**src/rtl/raster_pkg.sv**
```systemverilog
package raster_pkg;

    localparam int CNT_W  = 9;
    localparam int SLOT_W = 8;

    localparam logic [CNT_W-1:0]  H_LAST       = 9'd340;
    localparam logic [CNT_W-1:0]  H_SKIP_LAST  = 9'd339;
    localparam logic [CNT_W-1:0]  H_VISIBLE    = 9'd256;

    localparam logic [SLOT_W-1:0] SLOT_BG_END  = 8'd128;
    localparam logic [SLOT_W-1:0] SLOT_OBJ_END = 8'd160;
    localparam logic [SLOT_W-1:0] SLOT_PRE_END = 8'd168;

    typedef enum logic [2:0] {
        FK_IDLE     = 3'd0,
        FK_NAME     = 3'd1,
        FK_ATTR     = 3'd2,
        FK_PAT_LO   = 3'd3,
        FK_PAT_HI   = 3'd4,
        FK_NAME_X   = 3'd5,
        FK_OBJ_LO   = 3'd6,
        FK_OBJ_HI   = 3'd7
    } fetch_kind_t;

    // Access kind for a slot, assuming fetching is allowed.
    function automatic fetch_kind_t slot_kind(input logic [SLOT_W-1:0] slot);
        fetch_kind_t k;
        if (slot >= SLOT_PRE_END) begin
            k = FK_NAME;
        end else if (slot >= SLOT_BG_END && slot < SLOT_OBJ_END) begin
            unique case (slot[1:0])
                2'd0, 2'd1: k = FK_NAME_X;
                2'd2:       k = FK_OBJ_LO;
                default:    k = FK_OBJ_HI;
            endcase
        end else begin
            unique case (slot[1:0])
                2'd0:    k = FK_NAME;
                2'd1:    k = FK_ATTR;
                2'd2:    k = FK_PAT_LO;
                default: k = FK_PAT_HI;
            endcase
        end
        return k;
    endfunction

endpackage

```
**src/rtl/raster_counter.sv**
```systemverilog
module raster_counter
    import raster_pkg::*;
#(
    parameter int VBLANK_LINES  = 20,
    parameter int VISIBLE_LINES = 240
) (
    input  logic             clk,
    input  logic             rst,
    input  logic             render_en,
    output logic [CNT_W-1:0] cycle,
    output logic [CNT_W-1:0] line,
    output logic             odd
);

    localparam logic [CNT_W-1:0] DUMMY_LINE = CNT_W'(VBLANK_LINES);
    localparam logic [CNT_W-1:0] LAST_LINE  = CNT_W'(VBLANK_LINES + VISIBLE_LINES + 1);

    logic short_end;
    logic line_end;

    assign short_end = (cycle == H_SKIP_LAST) && (line == DUMMY_LINE) && odd && render_en;
    assign line_end  = (cycle == H_LAST) || short_end;

    always_ff @(posedge clk) begin
        if (rst) begin
            cycle <= '0;
            line  <= '0;
            odd   <= 1'b0;
        end else if (line_end) begin
            cycle <= '0;
            if (line == LAST_LINE) begin
                line <= '0;
                odd  <= ~odd;
            end else begin
                line <= line + 1'b1;
            end
        end else begin
            cycle <= cycle + 1'b1;
        end
    end

    AST_CYCLE_WRAP: assert property (@(posedge clk) disable iff (rst)
        (cycle == H_LAST) |=> (cycle == '0)) else $error("cycle did not wrap");

    AST_SHORT_LINE_QUAL: assert property (@(posedge clk) disable iff (rst)
        (cycle == H_SKIP_LAST && !(line == DUMMY_LINE && odd && render_en))
        |=> (cycle == H_LAST)) else $error("unexpected short line");

    AST_PARITY_AT_WRAP: assert property (@(posedge clk) disable iff (rst)
        (line == LAST_LINE && cycle == H_LAST) |=> (odd != $past(odd))) else $error("parity");

endmodule

```
**src/rtl/fetch_decoder.sv**
```systemverilog
module fetch_decoder
    import raster_pkg::*;
#(
    parameter int VBLANK_LINES  = 20,
    parameter int VISIBLE_LINES = 240
) (
    input  logic              render_en,
    input  logic [CNT_W-1:0]  cycle,
    input  logic [CNT_W-1:0]  line,
    output fetch_kind_t       kind,
    output logic [SLOT_W-1:0] slot,
    output logic              phase,
    output logic              active,
    output logic              visible
);

    localparam logic [CNT_W-1:0] DUMMY_LINE = CNT_W'(VBLANK_LINES);
    localparam logic [CNT_W-1:0] FIRST_VIS  = CNT_W'(VBLANK_LINES + 1);
    localparam logic [CNT_W-1:0] LAST_VIS   = CNT_W'(VBLANK_LINES + VISIBLE_LINES);

    logic fetch_lines;

    assign slot        = cycle[CNT_W-1:1];
    assign phase       = cycle[0];
    assign fetch_lines = (line >= DUMMY_LINE) && (line <= LAST_VIS);
    assign active      = render_en && fetch_lines;
    assign visible     = (line >= FIRST_VIS) && (line <= LAST_VIS) && (cycle < H_VISIBLE);

    always_comb begin
        if (active && cycle != H_LAST) kind = slot_kind(slot);
        else                           kind = FK_IDLE;
    end

endmodule

```
**src/rtl/vblank_ctrl.sv**
```systemverilog
module vblank_ctrl
    import raster_pkg::*;
#(
    parameter int VBLANK_LINES  = 20,
    parameter int VISIBLE_LINES = 240
) (
    input  logic             clk,
    input  logic             rst,
    input  logic [CNT_W-1:0] cycle,
    input  logic [CNT_W-1:0] line,
    input  logic             nmi_en,
    input  logic             status_rd,
    output logic             vblank,
    output logic             nmi
);

    localparam logic [CNT_W-1:0] PRE_DUMMY = CNT_W'(VBLANK_LINES - 1);
    localparam logic [CNT_W-1:0] LAST_LINE = CNT_W'(VBLANK_LINES + VISIBLE_LINES + 1);

    logic frame_end;
    logic dummy_enter;

    assign frame_end   = (cycle == H_LAST) && (line == LAST_LINE);
    assign dummy_enter = (cycle == H_LAST) && (line == PRE_DUMMY);

    always_ff @(posedge clk) begin
        if (rst) begin
            vblank <= 1'b0;
            nmi    <= 1'b0;
        end else begin
            if (frame_end)                     vblank <= 1'b1;
            else if (dummy_enter || status_rd) vblank <= 1'b0;
            nmi <= frame_end && nmi_en;
        end
    end

    AST_VBL_RISE_POS: assert property (@(posedge clk) disable iff (rst)
        $rose(vblank) |-> (cycle == '0 && line == '0)) else $error("vblank rose off frame start");

    AST_NMI_WITH_VBL: assert property (@(posedge clk) disable iff (rst)
        nmi |-> (vblank && $past(nmi_en))) else $error("nmi without vblank");

    AST_NMI_SINGLE: assert property (@(posedge clk) disable iff (rst)
        nmi |=> !nmi) else $error("nmi longer than one clock");

endmodule

```
**src/rtl/raster_fetch_seq.sv**
```systemverilog
module raster_fetch_seq
    import raster_pkg::*;
#(
    parameter int VBLANK_LINES  = 20,
    parameter int VISIBLE_LINES = 240
) (
    input  logic       clk,
    input  logic       rst,
    input  logic       render_en,
    input  logic       nmi_en,
    input  logic       status_rd,
    output logic [8:0] cycle_o,
    output logic [8:0] line_o,
    output logic       odd_frame_o,
    output logic [2:0] fetch_kind_o,
    output logic [7:0] fetch_slot_o,
    output logic       fetch_phase_o,
    output logic       render_active_o,
    output logic       pixel_visible_o,
    output logic       vblank_o,
    output logic       nmi_o
);

    logic [CNT_W-1:0] cycle;
    logic [CNT_W-1:0] line;
    fetch_kind_t      kind;

    raster_counter #(
        .VBLANK_LINES (VBLANK_LINES),
        .VISIBLE_LINES(VISIBLE_LINES)
    ) u_counter (
        .clk      (clk),
        .rst      (rst),
        .render_en(render_en),
        .cycle    (cycle),
        .line     (line),
        .odd      (odd_frame_o)
    );

    fetch_decoder #(
        .VBLANK_LINES (VBLANK_LINES),
        .VISIBLE_LINES(VISIBLE_LINES)
    ) u_decoder (
        .render_en(render_en),
        .cycle    (cycle),
        .line     (line),
        .kind     (kind),
        .slot     (fetch_slot_o),
        .phase    (fetch_phase_o),
        .active   (render_active_o),
        .visible  (pixel_visible_o)
    );

    vblank_ctrl #(
        .VBLANK_LINES (VBLANK_LINES),
        .VISIBLE_LINES(VISIBLE_LINES)
    ) u_vblank (
        .clk      (clk),
        .rst      (rst),
        .cycle    (cycle),
        .line     (line),
        .nmi_en   (nmi_en),
        .status_rd(status_rd),
        .vblank   (vblank_o),
        .nmi      (nmi_o)
    );

    assign cycle_o      = cycle;
    assign line_o       = line;
    assign fetch_kind_o = kind;

    AST_IDLE_WHEN_OFF: assert property (@(posedge clk) disable iff (rst)
        !render_en |-> (fetch_kind_o == 3'd0 && !render_active_o)) else $error("fetch while off");

    AST_NO_PIXEL_IN_VBL: assert property (@(posedge clk) disable iff (rst)
        pixel_visible_o |-> !vblank_o) else $error("visible pixel in vblank");

endmodule

```
**config.mk**
```make
export PLATFORM = sky130hd
export DESIGN_NAME = raster_fetch_seq
export DESIGN_NICKNAME = d
export VERILOG_FILES = /design/src/rtl/raster_pkg.sv /design/src/rtl/raster_counter.sv /design/src/rtl/fetch_decoder.sv /design/src/rtl/vblank_ctrl.sv /design/src/rtl/raster_fetch_seq.sv
export SDC_FILE = /design/constraint.sdc
export NUM_CORES = 1
export LEC_CHECK = 0
export ABC_CLOCK_PERIOD_IN_PS = 3350
export BUFFER_PORTS_ARGS = -buffer_cell sky130_fd_sc_hd__buf_4
export CORE_MARGIN = 10
export CORE_UTILIZATION = 50
export DETAILED_ROUTE_END_ITERATION = 8
export GPL_TIMING_DRIVEN = 0
export PLACE_DENSITY = 0.84
export SLEW_MARGIN = 25
export SYNTH_ARGS = -nofsm -noshare
export SYNTH_HDL_FRONTEND = slang
export SYNTH_SLANG_ARGS = --single-unit
```
**constraint.sdc**
```tcl
create_clock -name clk -period 3.35 [get_ports clk]
set_input_delay 0.335 -clock clk [delete_from_list [all_inputs] [get_ports clk]]
set_output_delay 0.335 -clock clk [all_outputs]
set_load 0.005 [all_outputs]
```
Word-level counts from Yosys, hierarchy flattened
Cells that the tools add are included.
Cells by class
  $add $sub $neg: 2
  magnitude comparators: 7
  eq/ne operators: 8
  multiplexer cells: 8
  bitwise logic cells: 1
  reductions and logical operators: 19
Operator list (number)
  $eq A9 B9 Y1 const B: 3
  $add A9 B1 Y9 const B: 2
  $eq A9 B5 Y1 const B: 2
  $ge A9 B5 Y1 const B: 2
  $ge A8 B8 Y1 const B: 2
  $logic_and A1 B1 Y1: 12
  $le A9 B9 Y1 const B: 1
  $lt A9 B9 Y1 const B: 1
  $mux W3: 3
  $mux W9: 1
  $ne A9 B9 Y1 const B: 1
  $pmux W3 S3: 1
  $lt A8 B8 Y1 const B: 1
  $pmux W2 S2: 1
  $reduce_or A2 Y1: 2
  $eq A2 B1 Y1 const B: 1
  $eq A2 B2 Y1 const B: 1
  $logic_not A2 Y1: 1
  $logic_or A1 B1 Y1: 2
  $mux W1: 2
  $reduce_and A2 Y1: 1
  $reduce_bool A2 Y1: 1
  $not A1 Y1: 1
Storage, ports and cells
  flip-flop bits (word level): 21
  input port bits: 5
  output and inout port bits: 35

Longest topological paths before layout
  word-level depth: 6
  mapped depth: 8
  mapped depth without buffers: 6

Cells and area by module
From an unflattened synthesis, not the netlist that was laid out.
Unflattened totals
  cell total of the unflattened synthesis: 182
  area total of the unflattened synthesis: 1502.7 sq um
Modules (own cells, without submodules)
  raster_counter: instances 1, cells an instance 120, area an instance 1027.2 sq um, sequential area each 380.4 sq um
  fetch_decoder: instances 1, cells an instance 48, area an instance 341.6 sq um, sequential area each 0.0 sq um
  vblank_ctrl: instances 1, cells an instance 14, area an instance 133.9 sq um, sequential area each 40.0 sq um

Least setup slack after synthesis
OpenSTA, ideal clock, no wires.
  path type: reg2reg
  start point: register u_counter.line[4]
  end point: register u_counter.line[4]
  data arrival time: 2084 ps
  setup slack: 1145 ps
  cell stages (with the launch flop): 7
  period minus slack after synthesis: 2205 ps
  cell sequence: dfxtp_1 -> buf_4 -> or3b_1 -> or4_4 -> buf_6 -> a211oi_1 -> mux2_2
Between the ends
  cells in the longest elaborated chain, start to end: 5
  elaborated cells between the ends (all ways): 8
  those cells by class: add/sub (1); eq/ne (2); mux (1); reduce/logical (4)
RTL lines
  from (decl): line raster_counter.sv:11  | output logic [CNT_W-1:0] line,
  from (signal assigned): line raster_counter.sv:35  | line <= line + 1'b1;
  parallel branches: the longest is 5 deep, another holds $add A9 B1 Y9
Parallel ways; which one is timed is not known.
A chain may end at the register's enable or synchronous reset.

Worst setup path after layout
  start point: register u_counter.cycle[4]
  end point: output port fetch_kind_o[2]
Between the ends
  cells in the longest elaborated chain, start to end: 5
  elaborated cells between the ends (all ways): 9
  those cells by class: order compare (3); eq/ne (1); mux (3); reduce/logical (2)
RTL lines
  from (decl): line raster_counter.sv:10  | output logic [CNT_W-1:0] cycle,
  from (signal assigned): line raster_counter.sv:38  | cycle <= cycle + 1'b1;
  $ge A8 B8 Y1 / $lt A8 B8 Y1 (equally long branches): line raster_pkg.sv:30  | end else if (slot >= SLOT_BG_END && slot < SLOT_OBJ_END) begin
  $logic_and A1 B1 Y1: line raster_pkg.sv:30
  $mux W3: line raster_pkg.sv:30
  $mux W3: line raster_pkg.sv:28  | if (slot >= SLOT_PRE_END) begin
  $mux W3 (*): line fetch_decoder.sv:30  | if (active && cycle != H_LAST) kind = slot_kind(slot);
  to (decl): line raster_fetch_seq.sv:15  | output logic [2:0] fetch_kind_o,
Mark *: on every way between the ends. The rest lies on a longest branch, timed or not.

==> metrics <==
status=complete, no violations; post-cts gate resize count=0; vias=1459; Final Skew=4.18 ps; Top Ports=40; Post-Place Setup Slack=1010 ps; CORE AREA=2810 um2; first-pass GRT wire length=6490 um; static leakage=0.730 nW; CP Data Arrival Time=2370 ps; clk slew on worst S/H paths=130 ps; die span in x=74.5 um; initial antenna violation count=0; Clock Sinks=21; Via-to-Cell Ratio=5.79; critical path type=reg2out; max-slew violations=0; final WL=4070 um; final hold vios=0; CTS Buf Count=3; Slowest-stage cell, CP=dfxtp_1; Post-synth ARST share=0; Clock Latency Late Sink=320 ps; Starting DRT DRC Count=115; area delta synth->final=24.1%; min Tclk post-route=2710 ps; H-tree depth=1; relative slew slack=0.617; slowest cell delay on critical path=510 ps; fraction of layout cells with a size suffix above 1=0.299; Slew @ Worst Pin=567 ps; DIE AREA=5560 um2; post-synth cell types=54; sequential share of the synthesized area=0.283; CP max FO=10; CTS tree=built; Cells after Synth=178; ys flop type=dfxtp_1; mean routed wirelength per cell=16.1 um; number of diodes=0; Critical Path Start Type=flop; ANT nets after route=0; flops & latches, synth=21; Critical Path, Cell by Cell=nor4bb_1 > nand2_1 > clkbuf_1 > o221ai_1 > nor3_1 > buf_4; largest net degree at the start of global routing=13; peak supply drop=0.195 mV; Cell Count Post-Placement=248; cts hold-fix bufs=0; RSZ-0062 raised after global routing=no; drc violations=0; GRT Overall Usage=0.144; Initial Util=0.530; Nets=235; Detailed Routing Iterations Pass 1=4; Achievable Freq=369 MHz; clk root buf=clkbuf_4; P per Cell Area=254 nW/um2; vias in the first global route=1326; reg-to-reg slack, setup=970 ps; clock buffer depth=2; Port Buf Inserts=39; setup ws final=642 ps; EDFF count, synth=0; Sum Neg Setup Slack=0 ps; Required @ worst endpoint=3010 ps; total number of yosys warnings=0; Netlist Area Pre-Place=1490 um2; MaxCap Viol Count=0; Syn Area/Cell=8.36 um2; DIE HEIGHT=74.5 um; final std cells w/o fill=252; syn nets=191; grt ovf=0; period utilization=0.808; HP Class=in2reg; overall power=0.000469 W; CP Capture Type=output pin; post-CTS setup buffers=0; Final setup viols=0; row count=19; GPL Wtd Cong=0.957; Post-DP HPWL=3070 um
[worst paths after layout]
check | from | to | cells past startpoint
worst max-delay path | u_counter.cycle[4] | fetch_kind_o[2] | 6
worst min-delay path | nmi_en | u_vblank.nmi | 3
worst max register to register | u_counter.line[4] | u_counter.line[6] | 5
worst min register to register | u_counter.cycle[0] | u_counter.cycle[0] | 1
[kinds of logic after synthesis]
group | synth area share
buffers and inverters | 0.107
and+or+nand+nor | 0.295
adders and majority gates | 0.0673
AOI/OAI and AO/OA | 0.177
xor gates and xnor gates | 0.0412
DFF | 0.283
muxes | 0.0294
[layout by cell type (no fill, tap or decap), types with 2 or more instances in the layout]
master / instances
buf_4: 49
o21ai_0: 2
or2_2: 2
nand2b_1: 5
mux2_2: 3
nand2_1: 8
nor4b_1: 2
clkbuf_1: 8
clkbuf_4: 3
nor2_1: 9
o32ai_1: 4
dfxtp_1: 21
or3_1: 4
a221oi_1: 4
nand3_1: 7
xor2_1: 4
ha_1: 8
a211oi_1: 2
o21a_1: 4
o21ba_2: 2
inv_1: 10
a21oi_1: 4
nor3_1: 12
nor2b_1: 5
nand4_1: 5
nor3b_1: 2
xnor2_1: 3
[critical path: cells and delay by family (launching register included)]
family                 cells  cell delay, ps
AND/OR/NAND/NOR            3             780
flip-flops                 1             510
buffers and inverters      2             430
AO/OA/AOI/OAI              1             330
[where the power goes]
| part | leakage [nW] | internal (W) | switching [W] |
|---|---|---|---|
| combinational | 0.543 | 0.0000411 | 0.0000345 |
| clock | 0.0177 | 0.0000448 | 0.0000868 |
| sequential | 0.170 | 0.000254 | 0.00000745 |
| total | 0.730 | 0.000340 | 0.000129 |
[cell type report]
class                      instances  area [um2]
timing repair buffer              39         293
inverter                          10        37.5
buffer                            20         121
sequential                        21         420
fill                             260         958
tap                               31        38.8
clock inverter                     1        5.00
clock buffer                       3        22.5
multi-input combinational        127         908
[cell usage after synthesis, types with 2 or more instances]
cell,number,area [um2]
a211oi_1,2,15.0
a21oi_1,4,20.0
a221oi_1,4,35.0
buf_4,10,75.1
clkbuf_1,8,30.0
dfxtp_1,21,420
ha_1,8,100
inv_1,10,37.5
mux2_2,3,33.8
nand2_1,8,30.0
nand2b_1,5,31.3
nand3_1,7,35.0
nand4_1,5,31.3
nor2_1,9,33.8
nor2b_1,5,31.3
nor3_1,12,60.1
nor3b_1,2,15.0
nor4b_1,2,17.5
o21a_1,4,30.0
o21ai_0,2,10.0
o21ba_2,2,20.0
o32ai_1,4,35.0
or2_2,2,12.5
or3_1,4,25.0
xnor2_1,3,26.3
xor2_1,4,35.0
[sequential cells by signal (all words and copies together), names as in the netlist]
| register | count |
|---|---|
| u_vblank.vblank | 1 |
| u_counter.cycle | 9 |
| u_counter.odd | 1 |
| u_counter.line | 9 |
| u_vblank.nmi | 1 |
[metrics by stage]
step | area, um2 | hold WS, ps | utilization
5_1_grt | 1850 | 254 | 0.658
6_report | 1850 | 238 | 0.658
3_3_place_gp | 1820 | 548 | 0.649
3_5_place_dp | 1820 | 574 | 0.649
2_1_floorplan | 1490 | 454 | -
4_1_cts | 1850 | 234 | 0.658
[layer usage]
metal	global-route usage	part of all wire
met1	0.191	0.44
met2	0.221	0.46
met3	0.0346	0.085
met4	0.0546	0.0091
met5	0	0
Power figures use the tool's default switching activity.
